[src/rtl/pport_neg_pkg.sv]
package pport_neg_pkg;

   typedef enum logic [3:0] {
      ST_IDLE,
      ST_N_PREP,
      ST_N_CODE,
      ST_N_REQ,
      ST_N_WAIT_ACK,
      ST_N_STROBE,
      ST_N_WAIT_CLK,
      ST_N_FAIL,
      ST_N_OK,
      ST_T_START,
      ST_T_WAIT_CLK,
      ST_T_WAIT_BUSY,
      ST_T_FINISH
   } neg_state_e;

   typedef enum logic [1:0] {
      MODE_NIBBLE = 2'd0,
      MODE_BYTE   = 2'd1,
      MODE_ECP    = 2'd2,
      MODE_OTHER  = 2'd3
   } link_mode_e;

   typedef enum logic [1:0] {
      LIM_SETUP,
      LIM_STROBE,
      LIM_RESP
   } lim_sel_e;

   typedef struct packed {
      logic clk;
      logic busy;
      logic ackreq;
      logic flag;
      logic avail_n;
   } peer_stat_t;

   function automatic int unsigned ns2cyc(input int unsigned hz, input int unsigned ns);
      longint unsigned prod;
      prod = longint'(hz) * longint'(ns) + 64'd999_999_999;
      return int'(prod / 64'd1_000_000_000);
   endfunction

endpackage

[src/rtl/pport_sync.sv]
module pport_sync #(
   parameter int unsigned W      = 5,
   parameter int unsigned STAGES = 2
) (
   input  logic         clk,
   input  logic         rst_n,
   input  logic [W-1:0] d,
   output logic [W-1:0] q
);

   logic [W-1:0] stg [STAGES];

   always_ff @(posedge clk or negedge rst_n) begin
      if (!rst_n) begin
         for (int i = 0; i < STAGES; i++) stg[i] <= '0;
      end else begin
         stg[0] <= d;
         for (int i = 1; i < STAGES; i++) stg[i] <= stg[i-1];
      end
   end

   assign q = stg[STAGES-1];

endmodule

[src/rtl/pport_timer.sv]
module pport_timer
   import pport_neg_pkg::*;
#(
   parameter int unsigned CW         = 8,
   parameter int unsigned SETUP_CYC  = 4,
   parameter int unsigned STROBE_CYC = 2,
   parameter int unsigned RESP_CYC   = 16
) (
   input  logic     clk,
   input  logic     rst_n,
   input  logic     clr,
   input  lim_sel_e sel,
   output logic     hit
);

   localparam logic [CW-1:0] SETUP_LAST  = CW'(SETUP_CYC - 1);
   localparam logic [CW-1:0] STROBE_LAST = CW'(STROBE_CYC - 1);
   localparam logic [CW-1:0] RESP_LAST   = CW'(RESP_CYC - 1);

   logic [CW-1:0] cnt;
   logic [CW-1:0] last;

   always_comb begin
      unique case (sel)
         LIM_SETUP:  last = SETUP_LAST;
         LIM_STROBE: last = STROBE_LAST;
         default:    last = RESP_LAST;
      endcase
   end

   assign hit = (cnt >= last);

   always_ff @(posedge clk or negedge rst_n) begin
      if (!rst_n)      cnt <= '0;
      else if (clr)    cnt <= '0;
      else if (!hit)   cnt <= cnt + CW'(1);
   end

endmodule

[src/rtl/pport_neg_fsm.sv]
module pport_neg_fsm
   import pport_neg_pkg::*;
#(
   parameter int unsigned DATA_W = 8
) (
   input  logic              clk,
   input  logic              rst_n,
   input  logic              enter_req,
   input  logic              term_req,
   input  logic [DATA_W-1:0] ext_code,
   input  logic [1:0]        mode,
   input  logic              xflag_ignore,
   input  peer_stat_t        stat,
   input  logic              tmr_hit,
   output logic              tmr_clr,
   output lim_sel_e          lim_sel,
   output logic              sel,
   output logic              hbusy,
   output logic              hstb_n,
   output logic [DATA_W-1:0] data,
   output logic              done,
   output logic              ok,
   output logic              timeout,
   output logic              connected
);

   neg_state_e        st, nxt;
   logic [DATA_W-1:0] code_q;
   logic              compat_q;
   logic              flag_ref_q;
   logic              use_flag_q;
   logic              tmo_seen_q;
   logic              ack_ready;
   logic              close_ready;
   logic              release_ready;

   assign ack_ready     = !stat.clk && stat.ackreq && stat.flag && stat.avail_n;
   assign close_ready   = !stat.clk && (!use_flag_q || (stat.flag != flag_ref_q));
   assign release_ready = stat.clk && stat.busy;

   always_comb begin
      nxt = st;
      unique case (st)
         ST_IDLE: begin
            if (enter_req)                 nxt = ST_N_PREP;
            else if (term_req && !compat_q) nxt = ST_T_START;
         end
         ST_N_PREP:      if (tmr_hit) nxt = ST_N_CODE;
         ST_N_CODE:      if (tmr_hit) nxt = ST_N_REQ;
         ST_N_REQ:       nxt = ST_N_WAIT_ACK;
         ST_N_WAIT_ACK: begin
            if (ack_ready)    nxt = ST_N_STROBE;
            else if (tmr_hit) nxt = ST_N_FAIL;
         end
         ST_N_STROBE:    if (tmr_hit) nxt = ST_N_WAIT_CLK;
         ST_N_WAIT_CLK: begin
            if (stat.clk)     nxt = ST_N_OK;
            else if (tmr_hit) nxt = ST_N_FAIL;
         end
         ST_N_FAIL:      nxt = ST_IDLE;
         ST_N_OK:        nxt = ST_IDLE;
         ST_T_START:     nxt = ST_T_WAIT_CLK;
         ST_T_WAIT_CLK: begin
            if (close_ready)  nxt = ST_T_WAIT_BUSY;
            else if (tmr_hit) nxt = ST_T_FINISH;
         end
         ST_T_WAIT_BUSY: begin
            if (release_ready || tmr_hit) nxt = ST_T_FINISH;
         end
         ST_T_FINISH:    nxt = ST_IDLE;
         default:        nxt = ST_IDLE;
      endcase
   end

   always_comb begin
      unique case (st)
         ST_N_PREP, ST_N_CODE: lim_sel = LIM_SETUP;
         ST_N_STROBE:          lim_sel = LIM_STROBE;
         default:              lim_sel = LIM_RESP;
      endcase
   end

   assign tmr_clr = (nxt != st);

   always_ff @(posedge clk or negedge rst_n) begin
      if (!rst_n) st <= ST_IDLE;
      else        st <= nxt;
   end

   // Line drive on state entry; lines hold in every other cycle.
   always_ff @(posedge clk or negedge rst_n) begin
      if (!rst_n) begin
         sel    <= 1'b0;
         hbusy  <= 1'b1;
         hstb_n <= 1'b1;
         data   <= '0;
      end else if (nxt != st) begin
         unique case (nxt)
            ST_N_PREP: begin
               sel    <= 1'b0;
               hbusy  <= 1'b1;
               hstb_n <= 1'b1;
            end
            ST_N_CODE:      data   <= code_q;
            ST_N_REQ: begin
               sel    <= 1'b1;
               hbusy  <= 1'b0;
            end
            ST_N_STROBE:    hstb_n <= 1'b0;
            ST_N_WAIT_CLK: begin
               hstb_n <= 1'b1;
               hbusy  <= 1'b1;
            end
            ST_N_FAIL: begin
               sel    <= 1'b0;
               hbusy  <= 1'b1;
               hstb_n <= 1'b1;
            end
            ST_T_START: begin
               sel    <= 1'b0;
               hbusy  <= 1'b1;
               hstb_n <= 1'b1;
               data   <= '0;
            end
            ST_T_WAIT_BUSY: hbusy  <= 1'b0;
            ST_T_FINISH:    hbusy  <= 1'b1;
            default: ;
         endcase
      end
   end

   // Request capture, run results and link state.
   always_ff @(posedge clk or negedge rst_n) begin
      if (!rst_n) begin
         code_q     <= '0;
         compat_q   <= 1'b1;
         flag_ref_q <= 1'b0;
         use_flag_q <= 1'b0;
         tmo_seen_q <= 1'b0;
         done       <= 1'b0;
         ok         <= 1'b0;
         timeout    <= 1'b0;
         connected  <= 1'b0;
      end else begin
         done <= 1'b0;
         unique case (st)
            ST_IDLE: begin
               if (nxt == ST_N_PREP) begin
                  code_q   <= ext_code;
                  compat_q <= 1'b0;
                  ok       <= 1'b0;
                  timeout  <= 1'b0;
               end else if (nxt == ST_T_START) begin
                  flag_ref_q <= stat.flag;
                  use_flag_q <= (link_mode_e'(mode) != MODE_OTHER) && !xflag_ignore;
                  tmo_seen_q <= 1'b0;
                  ok         <= 1'b0;
                  timeout    <= 1'b0;
               end
            end
            ST_N_OK: begin
               done      <= 1'b1;
               ok        <= 1'b1;
               timeout   <= 1'b0;
               connected <= 1'b1;
            end
            ST_N_FAIL: begin
               done      <= 1'b1;
               ok        <= 1'b0;
               timeout   <= 1'b1;
               connected <= 1'b0;
            end
            ST_T_WAIT_CLK: begin
               if (nxt == ST_T_FINISH) tmo_seen_q <= 1'b1;
            end
            ST_T_WAIT_BUSY: begin
               if (tmr_hit && !release_ready) tmo_seen_q <= 1'b1;
            end
            ST_T_FINISH: begin
               done      <= 1'b1;
               ok        <= !tmo_seen_q;
               timeout   <= tmo_seen_q;
               connected <= 1'b0;
               compat_q  <= 1'b1;
            end
            default: ;
         endcase
      end
   end

endmodule

[src/rtl/pport_neg_ctrl.sv]
module pport_neg_ctrl
   import pport_neg_pkg::*;
#(
   parameter int unsigned CLK_HZ      = 100_000_000,
   parameter int unsigned SETUP_NS    = 2_000,
   parameter int unsigned STROBE_NS   = 1_000,
   parameter int unsigned RESP_NS     = 35_000_000,
   parameter int unsigned SYNC_STAGES = 2,
   parameter int unsigned DATA_W      = 8
) (
   input  logic              clk,
   input  logic              rst_n,
   input  logic              enter_req_i,
   input  logic              term_req_i,
   input  logic [DATA_W-1:0] ext_code_i,
   input  logic [1:0]        mode_i,
   input  logic              xflag_ignore_i,
   input  logic              peer_clk_i,
   input  logic              peer_busy_i,
   input  logic              peer_ackreq_i,
   input  logic              peer_flag_i,
   input  logic              peer_avail_n_i,
   output logic              sel_o,
   output logic              hbusy_o,
   output logic              hstb_n_o,
   output logic [DATA_W-1:0] data_o,
   output logic              done_o,
   output logic              ok_o,
   output logic              timeout_o,
   output logic              connected_o
);

   localparam int unsigned SETUP_CYC  = ns2cyc(CLK_HZ, SETUP_NS);
   localparam int unsigned STROBE_CYC = ns2cyc(CLK_HZ, STROBE_NS);
   localparam int unsigned RESP_CYC   = ns2cyc(CLK_HZ, RESP_NS);
   localparam int unsigned MAX_A      = (SETUP_CYC > STROBE_CYC) ? SETUP_CYC : STROBE_CYC;
   localparam int unsigned MAX_CYC    = (MAX_A > RESP_CYC) ? MAX_A : RESP_CYC;
   localparam int unsigned CW         = $clog2(MAX_CYC + 1);
   localparam int unsigned STAT_W     = $bits(peer_stat_t);

   if (SYNC_STAGES < 2) begin : g_bad_sync
      $error("SYNC_STAGES must be at least 2");
   end
   if (SETUP_CYC < 1 || STROBE_CYC < 1 || RESP_CYC < 1) begin : g_bad_time
      $error("every delay must be at least one clock cycle");
   end
   if (DATA_W < 1) begin : g_bad_width
      $error("DATA_W must be positive");
   end

   peer_stat_t raw_stat, sync_stat;
   lim_sel_e   lim_sel;
   logic       tmr_clr, tmr_hit;

   assign raw_stat = '{clk:     peer_clk_i,
                       busy:    peer_busy_i,
                       ackreq:  peer_ackreq_i,
                       flag:    peer_flag_i,
                       avail_n: peer_avail_n_i};

   pport_sync #(
      .W      (STAT_W),
      .STAGES (SYNC_STAGES)
   ) sync_i (
      .clk   (clk),
      .rst_n (rst_n),
      .d     (raw_stat),
      .q     (sync_stat)
   );

   pport_timer #(
      .CW         (CW),
      .SETUP_CYC  (SETUP_CYC),
      .STROBE_CYC (STROBE_CYC),
      .RESP_CYC   (RESP_CYC)
   ) tmr_i (
      .clk   (clk),
      .rst_n (rst_n),
      .clr   (tmr_clr),
      .sel   (lim_sel),
      .hit   (tmr_hit)
   );

   pport_neg_fsm #(
      .DATA_W (DATA_W)
   ) fsm_i (
      .clk          (clk),
      .rst_n        (rst_n),
      .enter_req    (enter_req_i),
      .term_req     (term_req_i),
      .ext_code     (ext_code_i),
      .mode         (mode_i),
      .xflag_ignore (xflag_ignore_i),
      .stat         (sync_stat),
      .tmr_hit      (tmr_hit),
      .tmr_clr      (tmr_clr),
      .lim_sel      (lim_sel),
      .sel          (sel_o),
      .hbusy        (hbusy_o),
      .hstb_n       (hstb_n_o),
      .data         (data_o),
      .done         (done_o),
      .ok           (ok_o),
      .timeout      (timeout_o),
      .connected    (connected_o)
   );

endmodule

[config.mk]
export PLATFORM = sky130hd
export DESIGN_NAME = pport_neg_ctrl
export DESIGN_NICKNAME = d
export VERILOG_FILES = /design/src/rtl/pport_neg_pkg.sv /design/src/rtl/pport_sync.sv /design/src/rtl/pport_timer.sv /design/src/rtl/pport_neg_fsm.sv /design/src/rtl/pport_neg_ctrl.sv
export SDC_FILE = /design/constraint.sdc
export NUM_CORES = 1
export LEC_CHECK = 0
export BUFFER_PORTS_ARGS = -buffer_cell sky130_fd_sc_hd__buf_2
export CAP_MARGIN = 20
export CORE_ASPECT_RATIO = 1.75
export CORE_MARGIN = 5
export CORE_UTILIZATION = 45
export CTS_BUF_LIST = sky130_fd_sc_hd__clkbuf_8 sky130_fd_sc_hd__clkbuf_16
export CTS_CLUSTER_DIAMETER = 60
export CTS_CLUSTER_SIZE = 40
export DETAILED_ROUTE_END_ITERATION = 6
export GPL_TIMING_DRIVEN = 0
export PLACE_DENSITY_LB_ADDON = 0.25
export SLEW_MARGIN = 20
export SYNTH_ARGS = -nofsm -noshare
export SYNTH_HDL_FRONTEND = slang
export SYNTH_HIERARCHICAL = 1
export SYNTH_SLANG_ARGS = --single-unit
[constraint.sdc]
create_clock -name clk -period 6.6 [get_ports clk]
set_clock_uncertainty 0.1 [all_clocks]
set_input_delay 0.66 -clock clk [delete_from_list [all_inputs] [get_ports clk]]
set_output_delay 0.66 -clock clk [all_outputs]
set_load 0.02 [all_outputs]
==> results by group <==
Run status
  • Status: finished clean

STA
  • Slew HR: 0.4774
  • Setup TNS: 0 ns
  • Max frequency: between 150 and 200 MHz
  • Tcrit/Tclk final: 0.7638
  • Unrepaired setup endpoints after global routing: false
  • Final setup fails: 0
  • Final hold violation count: 0
  • Worst-margin pin slew: between 0.7 and 0.8 ns
  • Final min period: approximately 5 ns
  • Fin. max-slew vios: 0
  • PnR worst setup slack: around 1.6 ns

CTS
  • Clk pin slew, worst setup/hold paths: 0.06 ns
  • Setup Fix Bufs, Post-CTS: 0
  • Max H-tree Level: 3
  • Root Driver: clkbuf_16
  • TritonCTS sink count: between 60 and 70
  • Post-CTS Resized: 0
  • Clk Latency, worst-skew pair: ~0.33 ns
  • Post-cts hold buffer count: 0
  • TritonCTS buffer count: 9
  • CTS tree: built
  • CTS Buffer Depth: 2

Synth
  • Yosys top cell by area: dfrtp_1
  • Synth Area in XOR/XNOR: 0.01439
  • Combinational family with the most area after synthesis: simple AND/OR/NAND/NOR gates
  • Mapped Area: approximately 0.0036 mm^2
  • Synth cell count leaders: dfrtp_1 (60), a21oi_1 (32), nand2_1 (19)
  • Top-count cell post-synth: dfrtp_1
  • Post-synth EDFFs: 0
  • Synth unique cells: 79
  • Cells after Synth: 338
  • Main synth FF type: dfrtp_1
  • Yosys warnings: 6
  • Largest cells by area after synthesis: dfrtp_1 (42%), ha_1 (4.6%), a21oi_1 (4.5%)
  • Mux cell area share after synthesis: 0.03124
  • Post-synthesis sequential area ratio: 0.4433
  • Ys async rst share: 1.000
  • Mean Syn Cell Area: about 11 um^2
  • Yosys top cell area share: 0.4212
  • Simple-gate share of the synthesized area: 0.2155
  • Compound-Gate Fraction of Synth Area: 0.1994
  • Adder-Cell Fraction of Synth Area: 0.04563
  • Post-Syn Nets: roughly 370
  • Seq cells post-synth: between 60 and 70

Global route
  • First-pass GRT wire length: roughly 14,000 um
  • Initial antenna violation count: 0
  • Global Route met3 Usage: 0.03165
  • Vias in the first global route: 2,844
  • Global Route met2 Usage: 0.3272
  • Met1 GRT Util: 0.1745
  • Largest net degree at the start of global routing: between 60 and 70
  • Busiest grt layer: met2
  • Total grt overflow: 0
  • All-layer global routing usage: 0.1755

Routing
  • Routed WL per cell: ~17 um
  • First drt pass iteration count: 4
  • Post-route ant nets: 0
  • Final wirelength: about 8300 um
  • Via count: 2,837
  • Initial DRC Count: between 100 and 150
  • DRC: 0
  • Via/cell ratio: around 5.9

Critical path
  • CP top delay family: compound AO/OA/AOI/OAI gates
  • Cell mode on critical path: a21oi_1
  • CP max FO: 11
  • Startpoint Class: flip-flop
  • Reg2Reg Setup Slack: around 1.6 ns
  • CP cell instances: buf_2, buf_1, o21ai_0, nand2b_1, inv_1, ha_1, nand4b_1, nor4_1, o311ai_2, nand3_2, buf_8, a21oi_1, o211ai_1, a21oi_1, a311o_2, xnor2_2, nand2_2, clkbuf_1, a21oi_1
  • Setup CP Type: reg2reg
  • Register-to-Register Path Depth: 19
  • Slowest cell on crit path: dfrtp_1
  • Bufs and invs on worst path: 5
  • Worst Path Required: just under 7 ns
  • Worst flop-to-flop path startpoint: fsm_i/st[2]$_DFF_PN0_
  • Slowest stage delay, CP: 0.43 ns
  • Critical R2R Capture: tmr_i/cnt[8]$_DFFE_PN0P_
  • Worst Setup End Kind: flip-flop
  • WP data arrival: a little over 5 ns

Placed design
  • Worst slack, placed: about 1.6 ns
  • DP Area: around 0.0038 mm^2
  • PortBufs: 34
  • HPWL Detailed: 6120 um
  • RePlAce Congestion: 0.9604

Cells and area
  • Seq. cell area: between 0.0015 and 0.002 mm^2
  • Ant diodes: 0
  • Multi-input gate area: about 0.0018 mm^2
  • Design Area, Final: 0.004205 mm^2
  • Syn-to-layout area delta: 17.97%
  • Number of fill cells in the layout: 703
  • Final #Nets: 416
  • Layout cells sized above 1: 0.2784

Floorplan
  • Initial core utilization: 0.4538
  • Die H: 127.7 um
  • Core Area: roughly 0.0079 mm^2
  • Io pins: 35
  • Site Rows: 43
  • Die width: between 70 and 80 um
  • Die ar.: roughly 0.0099 mm^2

Worst hold path
  • Path type of the worst min-delay path: reg2reg
  • Hold path endpoint: sync_i/q[2]$_DFF_PN0_
  • Worst Hold Depth: 0
  • Hold path start: sync_i/stg[7]$_DFF_PN0_

Job
  • Max Cap Viol: 0

Power and ir drop
  • PwrDens: between 200 and 250 mW/mm^2
  • Final Power: ~0.00097 W
  • LEAKAGE: 1.848 nW
  • Maximum VDD drop: a little under 0.2 mV
==> how the worst max path moves through the flow <==
| stage | start | to | slack, ns | depth (start not counted) |
|---|---|---|---|---|
| final | fsm_i/st[2]$_DFF_PN0_ | tmr_i/cnt[8]$_DFFE_PN0P_ | 1.56 | 19 |
| after global routing | fsm_i/st[2]$_DFF_PN0_ | tmr_i/cnt[8]$_DFFE_PN0P_ | 1.14 | 19 |
| after CTS | fsm_i/st[2]$_DFF_PN0_ | tmr_i/cnt[8]$_DFFE_PN0P_ | 1.53 | 19 |
| after detailed placement | fsm_i/st[2]$_DFF_PN0_ | tmr_i/cnt[8]$_DFFE_PN0P_ | 1.60 | 19 |
| after global placement | fsm_i/st[2]$_DFF_PN0_ | tmr_i/cnt[6]$_DFFE_PN0P_ | 1.61 | 19 |
| after floorplan | fsm_i/st[2]$_DFF_PN0_ | tmr_i/cnt[10]$_DFFE_PN0P_ | 2.47 | 19 |
==> registers in the layout, summed over array words and instances (netlist names), 4 cells and up <==
signal and count:
fsm_i/code_q 8, fsm_i/data 8, fsm_i/st 4, sync_i/q 5, sync_i/stg 5, tmr_i/cnt 22
==> final cells by class <==
class | instances | share of cell area
plain buffers | 19 | 0.03481
clock buffers | 10 | 0.05683
clock inverters | 6 | 0.02767
inverters | 9 | 0.008033
multi-input cells | 247 | 0.4290
flip-flops and latches | 63 | 0.3758
well taps | 90 | 0.02678
repair buffers | 34 | 0.04106
==> cells by family after synthesis <==
family                   after synthesis
adder cells (fa/ha/maj)               13
multiplexers                          10
flip-flops                            63
buffers and inverters                 28
AO/OA/AOI/OAI                         98
XOR/XNOR                               5
AND/OR/NAND/NOR                      121
==> worst register-to-register path: stages (launching register included) <==
cell      delay, ns
dfrtp_1        0.43
buf_2          0.25
buf_1          0.37
o21ai_0        0.16
nand2b_1       0.14
inv_1          0.21
ha_1           0.38
nand4b_1       0.17
nor4_1         0.37
o311ai_2       0.25
nand3_2        0.23
buf_8          0.17
a21oi_1        0.08
o211ai_1       0.18
a21oi_1        0.09
a311o_2        0.40
xnor2_2        0.31
nand2_2        0.18
clkbuf_1       0.30
a21oi_1        0.19
==> routing by layer <==
layer,part of all wire,vias to the layer above
li1,-,1356
met2,0.57,43
met5,0,-
met4,0.040,0
met1,0.36,1415
met3,0.024,23
==> stage by stage <==
step | std cells | utilization | hold WS, ns
floorplan | 338 | - | 0.2312
global placement | 462 | 0.4898 | 0.2325
detailed placement | 462 | 0.4901 | 0.2370
CTS | 478 | 0.5354 | 0.2492
global route | 478 | 0.5354 | 0.2559
finish | 478 | 0.5354 | 0.2478
==> power by group <==
group	total, W	internal, W	switching [W]
clock	0.000558	0.000381	0.000177
combinational	0.0000213	0.00000833	0.0000130
sequential	0.000390	0.000390	0.000000803
==> layout by cell type (no fill, tap or decap), types with 7 or more instances in the layout <==
cell type | netlist | final
a21oi_1 | 32 | 32
buf_2 | 3 | 36
nand4_1 | 7 | 7
o21ai_1 | 15 | 15
nand3_1 | 12 | 12
clkbuf_16 | 0 | 9
or3_1 | 17 | 17
nor2_1 | 17 | 17
dfrtp_1 | 60 | 60
mux2_2 | 9 | 9
nand2_1 | 19 | 19
buf_4 | 6 | 7
o21ai_0 | 7 | 7
ha_1 | 13 | 13
a22o_1 | 9 | 9
(Power assumes the default switching activity.)
